File: src/rtl/sis_pkg.sv
package sis_pkg;

    typedef enum logic [3:0] {
        OP_NONE   = 4'd0,
        OP_CALL   = 4'd1,
        OP_RSUB   = 4'd2,
        OP_RINT   = 4'd3,
        OP_BRK    = 4'd4,
        OP_PUSH   = 4'd5,
        OP_PULL   = 4'd6,
        OP_PULLST = 4'd7,
        OP_SETI   = 4'd8,
        OP_CLRI   = 4'd9
    } sis_op_e;

    typedef enum logic [4:0] {
        ST_IDLE, ST_RV_LO, ST_RV_HI,
        ST_EN_D1, ST_EN_D2, ST_EN_PH, ST_EN_PL, ST_EN_PS, ST_EN_VL, ST_EN_VH,
        ST_CL_H, ST_CL_L,
        ST_PO_S, ST_PO_L, ST_PO_H,
        ST_PUSH, ST_PULL, ST_PLP
    } sis_st_e;

    typedef struct packed {
        sis_st_e     st;
        logic [7:0]  sp;
        logic [15:0] pc_keep;
        logic [15:0] tgt;
        logic [7:0]  byte_keep;
        logic [7:0]  lo;
        logic        i;
        logic        i_old;
        logic        dly;
        logic        add1;
        logic        pc_load;
        logic [15:0] pc_out;
        logic        st_load;
        logic [7:0]  st_out;
        logic        pull_v;
        logic [7:0]  pull_d;
    } sis_regs_t;

endpackage

File: src/rtl/sis_stat_pack.sv
module sis_stat_pack (
    input  logic [4:0] flags,
    input  logic       i_now,
    input  logic [5:0] raw6,
    output logic [7:0] hw_byte,
    output logic [7:0] sw_byte,
    output logic [7:0] restored,
    output logic       raw_i
);
    // flags = {N,V,D,Z,C}; raw6 = pulled bits {7,6,3,2,1,0}
    assign hw_byte  = {flags[4:3], 1'b1, 1'b0, flags[2], i_now, flags[1:0]};
    assign sw_byte  = {flags[4:3], 1'b1, 1'b1, flags[2], i_now, flags[1:0]};
    assign restored = {raw6[5:4], 1'b1, 1'b0, raw6[3:0]};
    assign raw_i    = raw6[2];
endmodule

File: src/rtl/sis_irq_gate.sv
module sis_irq_gate (
    input  logic idle,
    input  logic boundary,
    input  logic irq,
    input  logic i_now,
    input  logic i_old,
    input  logic dly,
    output logic take
);
    logic mask;
    assign mask = dly ? i_old : i_now;
    assign take = idle & boundary & irq & ~mask;
endmodule

File: src/rtl/stack_irq_seq.sv
module stack_irq_seq #(
    parameter logic [7:0]  STACK_PAGE = 8'h01,
    parameter logic [7:0]  RESET_SP   = 8'hFD,
    parameter logic [15:0] VEC_RESET  = 16'hFFFC,
    parameter logic [15:0] VEC_IRQ    = 16'hFFFE
) (
    input  logic        clk,
    input  logic        rst_n,
    input  logic        cmd_valid,
    input  logic [3:0]  cmd_op,
    input  logic [15:0] cmd_target,
    input  logic [7:0]  cmd_data,
    input  logic [15:0] pc_in,
    input  logic [4:0]  flags_in,
    input  logic        irq,
    input  logic        boundary,
    input  logic [7:0]  mem_rdata,
    output logic        busy,
    output logic [15:0] mem_addr,
    output logic        mem_we,
    output logic [7:0]  mem_wdata,
    output logic        pc_load,
    output logic [15:0] pc_out,
    output logic        status_load,
    output logic [7:0]  status_out,
    output logic        pull_valid,
    output logic [7:0]  pull_data,
    output logic [7:0]  sp,
    output logic        i_flag
);
    import sis_pkg::*;

    localparam logic [15:0] VEC_RESET_HI = VEC_RESET + 16'd1;
    localparam logic [15:0] VEC_IRQ_HI   = VEC_IRQ + 16'd1;

    sis_regs_t q, d;
    sis_op_e   op;
    logic      take;
    logic [7:0] hw_byte, sw_byte, restored;
    logic      raw_i;
    logic [7:0] pop_sp;
    logic [15:0] push_addr, pop_addr;

    assign op        = sis_op_e'(cmd_op);
    assign pop_sp    = q.sp + 8'd1;
    assign push_addr = {STACK_PAGE, q.sp};
    assign pop_addr  = {STACK_PAGE, pop_sp};

    sis_stat_pack u_pack (
        .flags    (flags_in),
        .i_now    (q.i),
        .raw6     ({mem_rdata[7:6], mem_rdata[3:0]}),
        .hw_byte  (hw_byte),
        .sw_byte  (sw_byte),
        .restored (restored),
        .raw_i    (raw_i)
    );

    sis_irq_gate u_gate (
        .idle     (q.st == ST_IDLE),
        .boundary (boundary),
        .irq      (irq),
        .i_now    (q.i),
        .i_old    (q.i_old),
        .dly      (q.dly),
        .take     (take)
    );

    always_comb begin
        d         = q;
        d.pc_load = 1'b0;
        d.st_load = 1'b0;
        d.pull_v  = 1'b0;
        mem_addr  = pc_in;
        mem_we    = 1'b0;
        mem_wdata = 8'h00;
        unique case (q.st)
            ST_IDLE: begin
                if (take) begin
                    d.st        = ST_EN_D1;
                    d.pc_keep   = pc_in;
                    d.byte_keep = hw_byte;
                    d.i         = 1'b1;
                    d.dly       = 1'b0;
                end else begin
                    if (boundary) d.dly = 1'b0;
                    if (cmd_valid) begin
                        case (op)
                            OP_CALL: begin
                                d.pc_keep = pc_in - 16'd1;
                                d.tgt     = cmd_target;
                                d.st      = ST_CL_H;
                            end
                            OP_RSUB: begin d.add1 = 1'b1; d.st = ST_PO_L; end
                            OP_RINT: begin d.add1 = 1'b0; d.st = ST_PO_S; end
                            OP_BRK: begin
                                d.pc_keep   = pc_in + 16'd1;
                                d.byte_keep = sw_byte;
                                d.i         = 1'b1;
                                d.st        = ST_EN_D1;
                            end
                            OP_PUSH: begin d.byte_keep = cmd_data; d.st = ST_PUSH; end
                            OP_PULL:   d.st = ST_PULL;
                            OP_PULLST: d.st = ST_PLP;
                            OP_SETI: begin d.i_old = q.i; d.dly = 1'b1; d.i = 1'b1; end
                            OP_CLRI: begin d.i_old = q.i; d.dly = 1'b1; d.i = 1'b0; end
                            default: ;
                        endcase
                    end
                end
            end
            ST_RV_LO: begin
                mem_addr = VEC_RESET;
                d.lo     = mem_rdata;
                d.st     = ST_RV_HI;
            end
            ST_RV_HI: begin
                mem_addr  = VEC_RESET_HI;
                d.pc_out  = {mem_rdata, q.lo};
                d.pc_load = 1'b1;
                d.st      = ST_IDLE;
            end
            ST_EN_D1: begin
                mem_addr = q.pc_keep;
                d.st     = ST_EN_D2;
            end
            ST_EN_D2: begin
                mem_addr = push_addr;
                d.st     = ST_EN_PH;
            end
            ST_EN_PH, ST_EN_PL, ST_EN_PS, ST_CL_H, ST_CL_L, ST_PUSH: begin
                mem_addr = push_addr;
                mem_we   = 1'b1;
                d.sp     = q.sp - 8'd1;
                case (q.st)
                    ST_EN_PH: begin mem_wdata = q.pc_keep[15:8]; d.st = ST_EN_PL; end
                    ST_EN_PL: begin mem_wdata = q.pc_keep[7:0];  d.st = ST_EN_PS; end
                    ST_EN_PS: begin mem_wdata = q.byte_keep;     d.st = ST_EN_VL; end
                    ST_CL_H:  begin mem_wdata = q.pc_keep[15:8]; d.st = ST_CL_L;  end
                    ST_CL_L: begin
                        mem_wdata = q.pc_keep[7:0];
                        d.pc_out  = q.tgt;
                        d.pc_load = 1'b1;
                        d.st      = ST_IDLE;
                    end
                    default: begin mem_wdata = q.byte_keep; d.st = ST_IDLE; end
                endcase
            end
            ST_EN_VL: begin
                mem_addr = VEC_IRQ;
                d.lo     = mem_rdata;
                d.st     = ST_EN_VH;
            end
            ST_EN_VH: begin
                mem_addr  = VEC_IRQ_HI;
                d.pc_out  = {mem_rdata, q.lo};
                d.pc_load = 1'b1;
                d.st      = ST_IDLE;
            end
            ST_PO_S, ST_PO_L, ST_PO_H, ST_PULL, ST_PLP: begin
                mem_addr = pop_addr;
                d.sp     = pop_sp;
                case (q.st)
                    ST_PO_S: begin
                        d.st_out  = restored;
                        d.st_load = 1'b1;
                        d.i       = raw_i;
                        d.st      = ST_PO_L;
                    end
                    ST_PO_L: begin d.lo = mem_rdata; d.st = ST_PO_H; end
                    ST_PO_H: begin
                        d.pc_out  = {mem_rdata, q.lo} + {15'd0, q.add1};
                        d.pc_load = 1'b1;
                        d.st      = ST_IDLE;
                    end
                    ST_PULL: begin
                        d.pull_d = mem_rdata;
                        d.pull_v = 1'b1;
                        d.st     = ST_IDLE;
                    end
                    default: begin
                        d.st_out  = restored;
                        d.st_load = 1'b1;
                        d.i_old   = q.i;
                        d.dly     = 1'b1;
                        d.i       = raw_i;
                        d.st      = ST_IDLE;
                    end
                endcase
            end
            default: d.st = ST_IDLE;
        endcase
    end

    always_ff @(posedge clk or negedge rst_n) begin
        if (!rst_n) begin
            q    <= '0;
            q.st <= ST_RV_LO;
            q.sp <= RESET_SP;
            q.i  <= 1'b1;
        end else begin
            q <= d;
        end
    end

    assign busy        = (q.st != ST_IDLE);
    assign pc_load     = q.pc_load;
    assign pc_out      = q.pc_out;
    assign status_load = q.st_load;
    assign status_out  = q.st_out;
    assign pull_valid  = q.pull_v;
    assign pull_data   = q.pull_d;
    assign sp          = q.sp;
    assign i_flag      = q.i;

endmodule

File: config.mk
export PLATFORM = sky130hd
export DESIGN_NAME = stack_irq_seq
export DESIGN_NICKNAME = d
export VERILOG_FILES = /design/src/rtl/sis_pkg.sv /design/src/rtl/sis_stat_pack.sv /design/src/rtl/sis_irq_gate.sv /design/src/rtl/stack_irq_seq.sv
export SDC_FILE = /design/constraint.sdc
export NUM_CORES = 1
export LEC_CHECK = 0
export ABC_AREA = 1
export BUFFER_PORTS_ARGS = -buffer_cell sky130_fd_sc_hd__buf_2
export CAP_MARGIN = 30
export CORE_UTILIZATION = 60
export DETAILED_ROUTE_END_ITERATION = 6
export HOLD_SLACK_MARGIN = 0.02
export MAX_ROUTING_LAYER = met4
export PLACE_DENSITY_LB_ADDON = 0.12
export SLEW_MARGIN = 30
export SYNTH_ARGS = -nofsm -noshare
export SYNTH_HDL_FRONTEND = slang
export SYNTH_SLANG_ARGS = --single-unit
export TNS_END_PERCENT = 1
File: constraint.sdc
create_clock -name clk -period 4 [get_ports clk]
set_input_delay 0.4 -clock clk [delete_from_list [all_inputs] [get_ports clk]]
set_output_delay 0.4 -clock clk [all_outputs]
set_load 0.005 [all_outputs]
==> impl_metrics.py, run 1 <==
metrics = {
    "timing": {
        "rsz0062_at_grt": "no",
        "relSlewSlack": 0.411,
        "slew_viol_final": 0,
        "min_period_ps": 3360,
        "setup_ws_ps": 642,
        "tightest_slew_ps": 881,
        "holdWs_ps": 263,
        "hold_viol": 0,
        "fin_tns_setup_ps": 0,
        "fin_skew_ps": 12.6,
        "period_share": 0.839,
        "clock.fmax_ghz": 0.298,
        "setup-violations-final": 0,
    },
    "hold_path": {
        "hold_class": "in -> reg",
        "min_from": "cmd_target[12]",
    },
    "setup_path": {
        "critPathKind": "reg -> out",
        "critPathMaxFanout": 18,
        "max_stage_delay_ps": 660,
        "cp_cell_sequence": "nor2_4, nand3_1, nand3_2, nor2_2, nand4_1, nand2_1, buf_2",
        "rr_startpoint": "q[95]",
        "worstSetupStartpointType": "flop",
        "path_delay_family": "simple AND/OR/NAND/NOR gates",
        "critPathCaptureType": "output port",
        "arrival_ps": 2960,
        "crit_path_start": "q[95]",
        "path_buf_inv": 1,
        "crit_required_ps": 3600,
        "cpMaxStageDelayCell": "nor2_2",
    },
    "finish": {
        "multi_input_area_sq_um": 3590,
        "areaGrowthSynthToFinish_pct": 10.9,
        "layout_common_cells": "nand2_1, inv_1, buf_2, nor2_1, dfrtp_1",
        "layout_commonest_cell": "nand2_1",
        "fin_nets": 1192,
        "drive_gt1_frac": 0.172,
        "ff_latch_area_sq_um": 2490,
        "final_cell_area_sq_um": 7770,
        "num-fill-cells": 1104,
    },
    "grt": {
        "grt_pass1_vias": 6062,
        "gr-usage-all-layers": 0.336,
        "grt_pass1_wl_um": 30000,
        "grt_start_max_net_pins": 40,
        "grt-ovfl-total": 0,
        "antenna_found_initial": 1,
    },
    "detailed_routing": {
        "drc": 0,
        "avgViaCountPerCell": 5.63,
        "ant_nets": 0,
        "drt-total-wl_um": 19100,
        "drt_iter0_drc": 666,
        "vias": 7071,
        "first_pass_iters": 5,
        "routedWlPerCell_um": 15.2,
    },
    "clock_tree": {
        "cts_made_buffers": 9,
        "clk_pin_slew_ps": 70,
        "clkLatencyLatePin_ps": 360,
        "clockBufferDepth": 2,
        "htreeDepth": 3,
        "cts_setup_buffers": 0,
        "tritoncts": "built",
        "cts_root_buf": "clkbuf_16",
        "clkSinkCount": 99,
    },
    "yosys": {
        "synth-edff-count": 0,
        "synth_fa_ha_area_frac": 0.0403,
        "syn_nets": 1109,
        "synth_xor_area_frac": 0.00999,
        "synth_top_family_by_area": "simple AND/OR/NAND/NOR gates",
        "yosysSeqAreaShare": 0.355,
        "avgSynthCellArea_sq_um": 6.84,
        "synthArstFlopShare": 1.00,
        "yosys.cell_types.count": 43,
        "synth.largest_area_cell": "dfrtp_1",
        "syn-cell-area_sq_um": 7010,
        "ys_seq_elements": 99,
        "synth-compound-area-share": 0.133,
        "synthMuxAreaShare": 0.00161,
        "synthSimpleGateAreaFrac": 0.326,
        "synth_top_area_frac": 0.321,
        "synthTopCellsByArea": "dfrtp_1, nand2_1, inv_1, nor2_1, nand3_1",
        "yosys_warnings": 0,
        "netlist_instances": 1025,
        "synth_ff_type": "dfrtp_1",
    },
    "run_status": {
        "status": "completed",
    },
    "die": {
        "core_area_sq_um": 11400,
        "rows": 39,
        "ioPinCount": 132,
        "dieWidth_um": 110,
        "die_h_um": 110,
        "start_util": 0.614,
        "fp.dieArea_sq_um": 12100,
    },
    "pwr": {
        "power_leakage_nw": 4.18,
        "power_density_nw_per_um2": 701,
        "ir_worst_vdd_uv": 464,
        "finalPower_mw": 5.45,
    },
    "placed_design": {
        "placed_area_sq_um": 7460,
        "gp_congestion": 0.963,
        "io_buffer_count": 130,
        "dp_hpwl_um": 14500,
        "place_ws_ps": 938,
    },
    "flow_run": {
        "drv_cap": 0,
    },
}
## what timing repair did
item                      CTS  global route
gates resized for setup     0             0
hold buffers                1             0
hold endpoints to repair   27             0
## flip-flops by register name, indices dropped and copies added (netlist names)
name	flops
q	56
pc_out	16
pull_data	8
sp	8
status_out	7
i_flag	1
pc_load	1
pull_valid	1
status_load	1
## cell usage after synthesis (all sizes together), types with 11 or more instances
| library cell | n |
|---|---|
| nor3 | 11 |
| nand2 | 306 |
| a21oi | 42 |
| ha | 21 |
| o21ai | 72 |
| nor2 | 106 |
| inv | 136 |
| nand4 | 26 |
| nand3 | 76 |
| a31oi | 15 |
| buf | 56 |
| dfrtp | 90 |
## cell families (layout without fill, tap and decap cells)
kind of cell	after synthesis	after routing
xor+xnor	8	8
buf+inv	200	288
mux	1	1
simple gates	533	533
flops	99	99
compound gates	161	161
other cells	1	2
fa+ha+maj	22	22
## per-stage QoR
step / util / cells
2_1_floorplan: - / 1025
3_3_place_gp: 0.653 / 1239
3_5_place_dp: 0.653 / 1239
4_1_cts: 0.680 / 1256
5_1_grt: 0.681 / 1257
6_report: 0.681 / 1257
## worst paths after layout
| path | to | slack [ps] | depth (start not counted) |
|---|---|---|---|
| setup reg to reg | i_flag | 1510 | 8 |
| hold reg to reg | status_out[5] | 460 | 1 |
| max in group asynchronous | i_flag | 2600 | 3 |
| hold / removal | q[67] | 260 | 3 |
| min in group asynchronous | q[75] | 530 | 2 |
| setup / recovery | mem_addr[1] | 640 | 7 |
## where the power goes
group	internal, mW	leakage [nW]	switching [mW]
combinational	1.01	2.84	1.65
clock	0.461	0.151	0.449
sequential	1.50	1.19	0.383
total	2.96	4.18	2.49
## per-layer routing
metal / routed length, um / track usage
met1: 8800 / 0.491
met2: 8160 / 0.465
met3: 1820 / 0.0611
met4: 361 / 0.117
met5: 0 / -
## worst register-to-register path: stages (launching register included)
cell and delay, ps:
dfstp_2 610, nor2_4 60, nand3_1 470, nand3_2 380, inv_1 440, o21ai_0 190, o21ai_0 130, nand3_1 100
nand2_1 70
## layout make-up
| type | instances | area share |
|---|---|---|
| antenna | 1 | 0.000322 |
| clock inverter | 6 | 0.00805 |
| clock buffer | 10 | 0.0308 |
| multi-input combinational | 726 | 0.462 |
| timing repair buffer | 136 | 0.0902 |
| tap | 143 | 0.0230 |
| inverter | 136 | 0.0657 |
| sequential | 99 | 0.320 |
Power figures use the tool's default switching activity.
==> inputs of run 2 (changes only) <==
--- a/config.mk
+++ b/config.mk
@@ -5,10 +5,10 @@
 export SDC_FILE = /design/constraint.sdc
 export NUM_CORES = 1
 export LEC_CHECK = 0
-export ABC_AREA = 1
+export ABC_AREA = 0
 export BUFFER_PORTS_ARGS = -buffer_cell sky130_fd_sc_hd__buf_2
 export CAP_MARGIN = 30
-export CORE_UTILIZATION = 60
+export CORE_UTILIZATION = 56
 export DETAILED_ROUTE_END_ITERATION = 6
 export HOLD_SLACK_MARGIN = 0.02
 export MAX_ROUTING_LAYER = met4
==> constraint.sdc (replaced) <==
create_clock -name clk -period 3.1 [get_ports clk]
set_input_delay 0.31 -clock clk [delete_from_list [all_inputs] [get_ports clk]]
set_output_delay 0.31 -clock clk [all_outputs]
set_load 0.005 [all_outputs]
==> impl_metrics.py, run 2 <==
metrics = {
    "clock_tree": {
        "tritoncts": "built",
        "clkLatencyLatePin_ps": 350,
        "cts_setup_buffers": 0,
        "clockBufferDepth": 2,
        "cts_made_buffers": 9,
        "clkSinkCount": 99,
        "clk_pin_slew_ps": 70,
        "cts_root_buf": "clkbuf_16",
        "htreeDepth": 3,
    },
    "yosys": {
        "synth_top_area_frac": 0.343,
        "avgSynthCellArea_sq_um": 9.06,
        "yosysMostFrequentCell": "dfrtp_1",
        "syn_nets": 809,
        "synth_ff_type": "dfrtp_1",
        "synth.largest_area_cell": "dfrtp_1",
        "yosys_warnings": 0,
        "syn-cell-area_sq_um": 6570,
        "yosys.cell_types.count": 74,
        "synthTopCellsByArea": "dfrtp_1, buf_4, nand2_1, a21oi_1, ha_1",
        "ys_seq_elements": 99,
        "synth-edff-count": 0,
        "netlist_instances": 725,
        "synthArstFlopShare": 1.00,
        "synth_commonest_cells": "dfrtp_1, nand2_1, nor2_1",
        "yosysSeqAreaShare": 0.379,
    },
    "detailed_routing": {
        "avgViaCountPerCell": 6.32,
        "first_pass_iters": 6,
        "dr_wl_met3_um": 1690,
        "routedWlPerCell_um": 19.5,
        "drt_iter0_drc": 549,
        "vias": 6062,
        "ant_nets": 0,
        "met1_length_um": 8570,
        "drc": 0,
        "drt-total-wl_um": 18700,
        "routed-wl-met2_um": 7980,
        "top_layer": "met4",
    },
    "grt": {
        "grt_pass1_wl_um": 28900,
        "grt_pass1_vias": 5381,
        "grt_start_max_net_pins": 55,
        "antenna_found_initial": 1,
        "gr-usage-all-layers": 0.326,
        "grt-ovfl-total": 0,
    },
    "placed_design": {
        "dp_hpwl_um": 13800,
        "dp_cells": 942,
        "place_ws_ps": -41.0,
        "placed_area_sq_um": 7080,
        "gp_congestion": 1.01,
        "io_buffer_count": 130,
    },
    "finish": {
        "layout_common_cells": "buf_2, dfrtp_1, nand2_1, nor2_1, a21oi_1",
        "layout_commonest_cell": "buf_2",
        "final_cell_area_sq_um": 7420,
        "fin_nets": 894,
        "stdcell_count": 959,
        "areaGrowthSynthToFinish_pct": 13.0,
        "num-fill-cells": 994,
        "drive_gt1_frac": 0.274,
        "post-route-util": 0.650,
        "max_flop_register": "q",
        "largest_reg_flops": 56,
    },
    "pwr": {
        "ir_worst_vdd_uv": 489,
        "power_density_nw_per_um2": 902,
        "power_leakage_nw": 3.37,
        "finalPower_mw": 6.69,
    },
    "timing": {
        "fin_tns_setup_ps": 0,
        "rsz0062_at_grt": "yes",
        "setup_ws_ps": 167,
        "hold_viol": 0,
        "tightest_slew_ps": 794,
        "min_period_ps": 2930,
        "period_share": 0.946,
        "relSlewSlack": 0.469,
        "setup-violations-final": 0,
        "clock.fmax_ghz": 0.341,
        "slew_viol_final": 0,
        "holdWs_ps": 9.28,
        "fin_skew_ps": 6.87,
    },
    "setup_path": {
        "path_buf_inv": 2,
        "cp_cell_sequence": "or3_4, nor2_8, inv_1, nand2_1, a221oi_1, o211ai_1, buf_2",
        "path_delay_family": "flip-flops",
        "max_stage_delay_ps": 690,
        "worstSetupStartpointType": "flop",
        "cpMaxStageDelayCell": "dfstp_2",
        "critPathMaxFanout": 16,
        "critPathCaptureType": "output port",
        "critPathKind": "reg -> out",
        "crit_required_ps": 2790,
        "arrival_ps": 2620,
    },
    "die": {
        "rows": 39,
        "ioPinCount": 132,
        "core_area_sq_um": 11400,
        "fp.dieArea_sq_um": 12200,
        "start_util": 0.575,
        "die_h_um": 110,
        "dieWidth_um": 110,
    },
    "hold_path": {
        "hold_class": "in -> async",
    },
    "run_status": {
        "status": "completed",
    },
    "flow_run": {
        "drv_cap": 0,
    },
}
-- run 2: cells by family (layout without fill, tap and decap cells) --
| kind of cell | Yosys count | after routing | share of synthesized area |
|---|---|---|---|
| xor gates and xnor gates | 28 | 28 | 0.0373 |
| buffers and inverters | 93 | 183 | 0.0806 |
| other | 1 | 2 | 0.000571 |
| muxes | 40 | 40 | 0.0726 |
| DFF | 99 | 99 | 0.379 |
| AOI/OAI and AO/OA | 210 | 210 | 0.214 |
| and+or+nand+nor | 232 | 232 | 0.173 |
| adders and majority gates | 22 | 22 | 0.0431 |
-- run 2: path summary, 6_finish.rpt --
kind | slack, ps | to | from | cells after the start
worst max-delay path | 170 | mem_addr[7] | q[95] | 7
worst min-delay path | 9 | sp[1] | rst_n | 1
worst max register to register | 430 | pc_out[0] | q[95] | 7
worst min register to register | 470 | pull_data[3] | pull_data[3] | 2
max in group asynchronous | 2210 | q[95] | rst_n | 2
min in group clk | 190 | q[64] | cmd_target[9] | 2
-- run 2: what timing repair did --
item                       in CTS  in global routing
resized for setup               0                  5
hold buffers                    0                  0
setup endpoints to repair       0                 13
-- run 2: area by class of cell --
| type | instances | area, sq um | share of cell area |
|---|---|---|---|
| Multi-Input combinational cell | 533 | 3570 | 0.481 |
| Timing Repair Buffer | 150 | 803 | 0.108 |
| Antenna cell | 1 | 2.50 | 0.000337 |
| Clock inverter | 7 | 85.1 | 0.0115 |
| Inverter | 17 | 63.8 | 0.00860 |
| Tap cell | 143 | 179 | 0.0241 |
| Sequential cell | 99 | 2490 | 0.335 |
| Clock buffer | 9 | 225 | 0.0304 |
-- run 2: power breakdown --
part           switching (mW)  internal (mW)
registers               0.582           1.93
clock network           0.543          0.639
logic                    1.62           1.37
total                    2.75           3.94
-- run 2: per-layer routing --
layer  GRT usage  up-vias
met5           -        -
met3      0.0553       43
met4       0.102        0
met1       0.488     2867
met2       0.443      353
li1            -     2799
==> inputs of run 3 (changes only) <==
==> constraint.sdc (replaced) <==
create_clock -name clk -period 3.3 [get_ports clk]
set_input_delay 0.33 -clock clk [delete_from_list [all_inputs] [get_ports clk]]
set_output_delay 0.33 -clock clk [all_outputs]
set_load 0.005 [all_outputs]
==> impl_metrics.py, run 3 (synthesis results as in run 2) <==
metrics = {
    "run_status": {
        "status": "completed",
    },
    "timing": {
        "hold_viol": 0,
        "slew_viol_final": 0,
        "fin_tns_setup_ps": 0,
        "setup-violations-final": 0,
        "relSlewSlack": 0.381,
        "tightest_slew_ps": 921,
        "min_period_ps": 3050,
        "period_share": 0.923,
        "clock.fmax_ghz": 0.328,
        "fin_skew_ps": 8.60,
        "rsz0062_at_grt": "no",
    },
    "setup_path": {
        "cpMaxStageDelayCell": "dfrtp_1",
        "cp_cell_sequence": "or3_4, and3_1, a221oi_1, o311ai_0, buf_2",
        "critPathMaxFanout": 21,
        "max_stage_delay_ps": 600,
        "crit_required_ps": 2970,
        "critPathKind": "reg -> out",
        "path_buf_inv": 1,
        "worst-path-stages": 5,
        "reg2reg_depth": 7,
        "arrival_ps": 2720,
        "worstSetupStartpointType": "flop",
        "path_delay_family": "simple AND/OR/NAND/NOR gates",
        "critPathCaptureType": "output port",
    },
    "die": {
        "start_util": 0.575,
        "dieWidth_um": 110,
        "core_area_sq_um": 11400,
        "rows": 39,
        "die_h_um": 110,
        "ioPinCount": 132,
        "fp.dieArea_sq_um": 12200,
    },
    "finish": {
        "areaGrowthSynthToFinish_pct": 12.3,
        "layout_common_cells": "buf_2, dfrtp_1, nand2_1, nor2_1, a21oi_1",
        "drive_gt1_frac": 0.265,
        "fin_nets": 891,
        "max_flop_register": "q",
        "post-route-util": 0.646,
        "largest_reg_flops": 56,
        "layout_commonest_cell": "buf_2",
    },
    "detailed_routing": {
        "drt_iter0_drc": 684,
        "drt-total-wl_um": 18700,
        "avgViaCountPerCell": 6.24,
        "drc": 0,
        "first_pass_iters": 6,
        "routedWlPerCell_um": 19.5,
        "vias": 5972,
        "ant_nets": 0,
    },
    "clock_tree": {
        "ctsResizeCount": 0,
        "cts_root_buf": "clkbuf_16",
        "tritoncts": "built",
        "clk_pin_slew_ps": 70,
        "cts_made_buffers": 9,
        "clkSinkCount": 99,
        "htreeDepth": 3,
        "clkLatencyLatePin_ps": 360,
        "clockBufferDepth": 2,
    },
    "pwr": {
        "pwr-share-clk": 0.170,
        "power_density_nw_per_um2": 843,
        "ir_worst_vdd_uv": 525,
        "p_sw_frac": 0.416,
        "p_comb_frac": 0.451,
        "switching_power_mw": 2.59,
        "power.internal_mw": 3.63,
        "power_leakage_nw": 3.34,
        "p_seq_frac": 0.379,
    },
    "placed_design": {
        "gp_congestion": 1.01,
        "dp_hpwl_um": 13800,
        "io_buffer_count": 130,
    },
    "grt": {
        "gr-usage-all-layers": 0.321,
        "grt-ovfl-total": 0,
        "grt_pass1_wl_um": 28800,
        "grt_start_max_net_pins": 56,
        "antenna_found_initial": 1,
        "grt_pass1_vias": 5364,
    },
    "hold_path": {
        "hold_class": "in -> reg",
        "whs_path_depth": 2,
    },
    "flow_run": {
        "drv_cap": 0,
    },
}
## run 3: timing repair
action / 4_1_cts / 5_1_grt
hold buffers: 1 / 0
hold endpoints to repair: 28 / 0
setup buffers: 0 / 0
## run 3: per-layer routing
metal	part of all wire	track usage	wire length (um)	vias to the layer above
met5	0	-	0	-
met2	0.43	0.448	8090	294
met4	0.021	0.0959	383	0
met3	0.086	0.0582	1600	31
met1	0.46	0.472	8600	2852
li1	-	-	-	2795
## run 3: path summary, 6_finish.rpt
check / startpoint / end / slack (ps)
setup / recovery: q[98] / mem_addr[3] / 250
hold / removal: cmd_target[13] / q[68] / 200
setup reg to reg: q[95] / pc_out[9] / 760
hold reg to reg: status_out[5] / status_out[5] / 460
max in group asynchronous: rst_n / i_flag / 2010
min in group asynchronous: rst_n / q[76] / 540
## run 3: area by class of cell
| cell class | count | area (sq um) |
|---|---|---|
| Tap cell | 143 | 179 |
| Fill cell | 981 | 4040 |
| Clock buffer | 9 | 225 |
| Inverter | 17 | 63.8 |
| Clock inverter | 7 | 66.3 |
| Multi-Input combinational cell | 533 | 3550 |
| Timing Repair Buffer | 147 | 796 |
| Sequential cell | 99 | 2490 |
| Antenna cell | 2 | 5.00 |
## run 3: power by group through the flow
stage          logic [mW]  registers, mW  clock network, mW
3_3_place_gp         2.70           2.34                  0
4_1_cts              2.79           2.34               1.08
2_1_floorplan        2.24           2.11                  0
3_5_place_dp         2.77           2.36                  0
6_report             2.80           2.36               1.06
5_1_grt              3.10           2.44               1.13
## run 3: stage by stage
step                      cell area (sq um)  total power, mW  cells  hold slack [ps]  setup WS (ps)
after floorplan                        6570             4.35    725             34.4            347
after global placement                 7070             5.04    938              386            279
after detailed placement               7070             5.13    938              397            229
after CTS                              7370             6.21    955              193            326
after global routing                   7370             6.67    956              193           89.7
final                                  7370             6.22    957              200            255
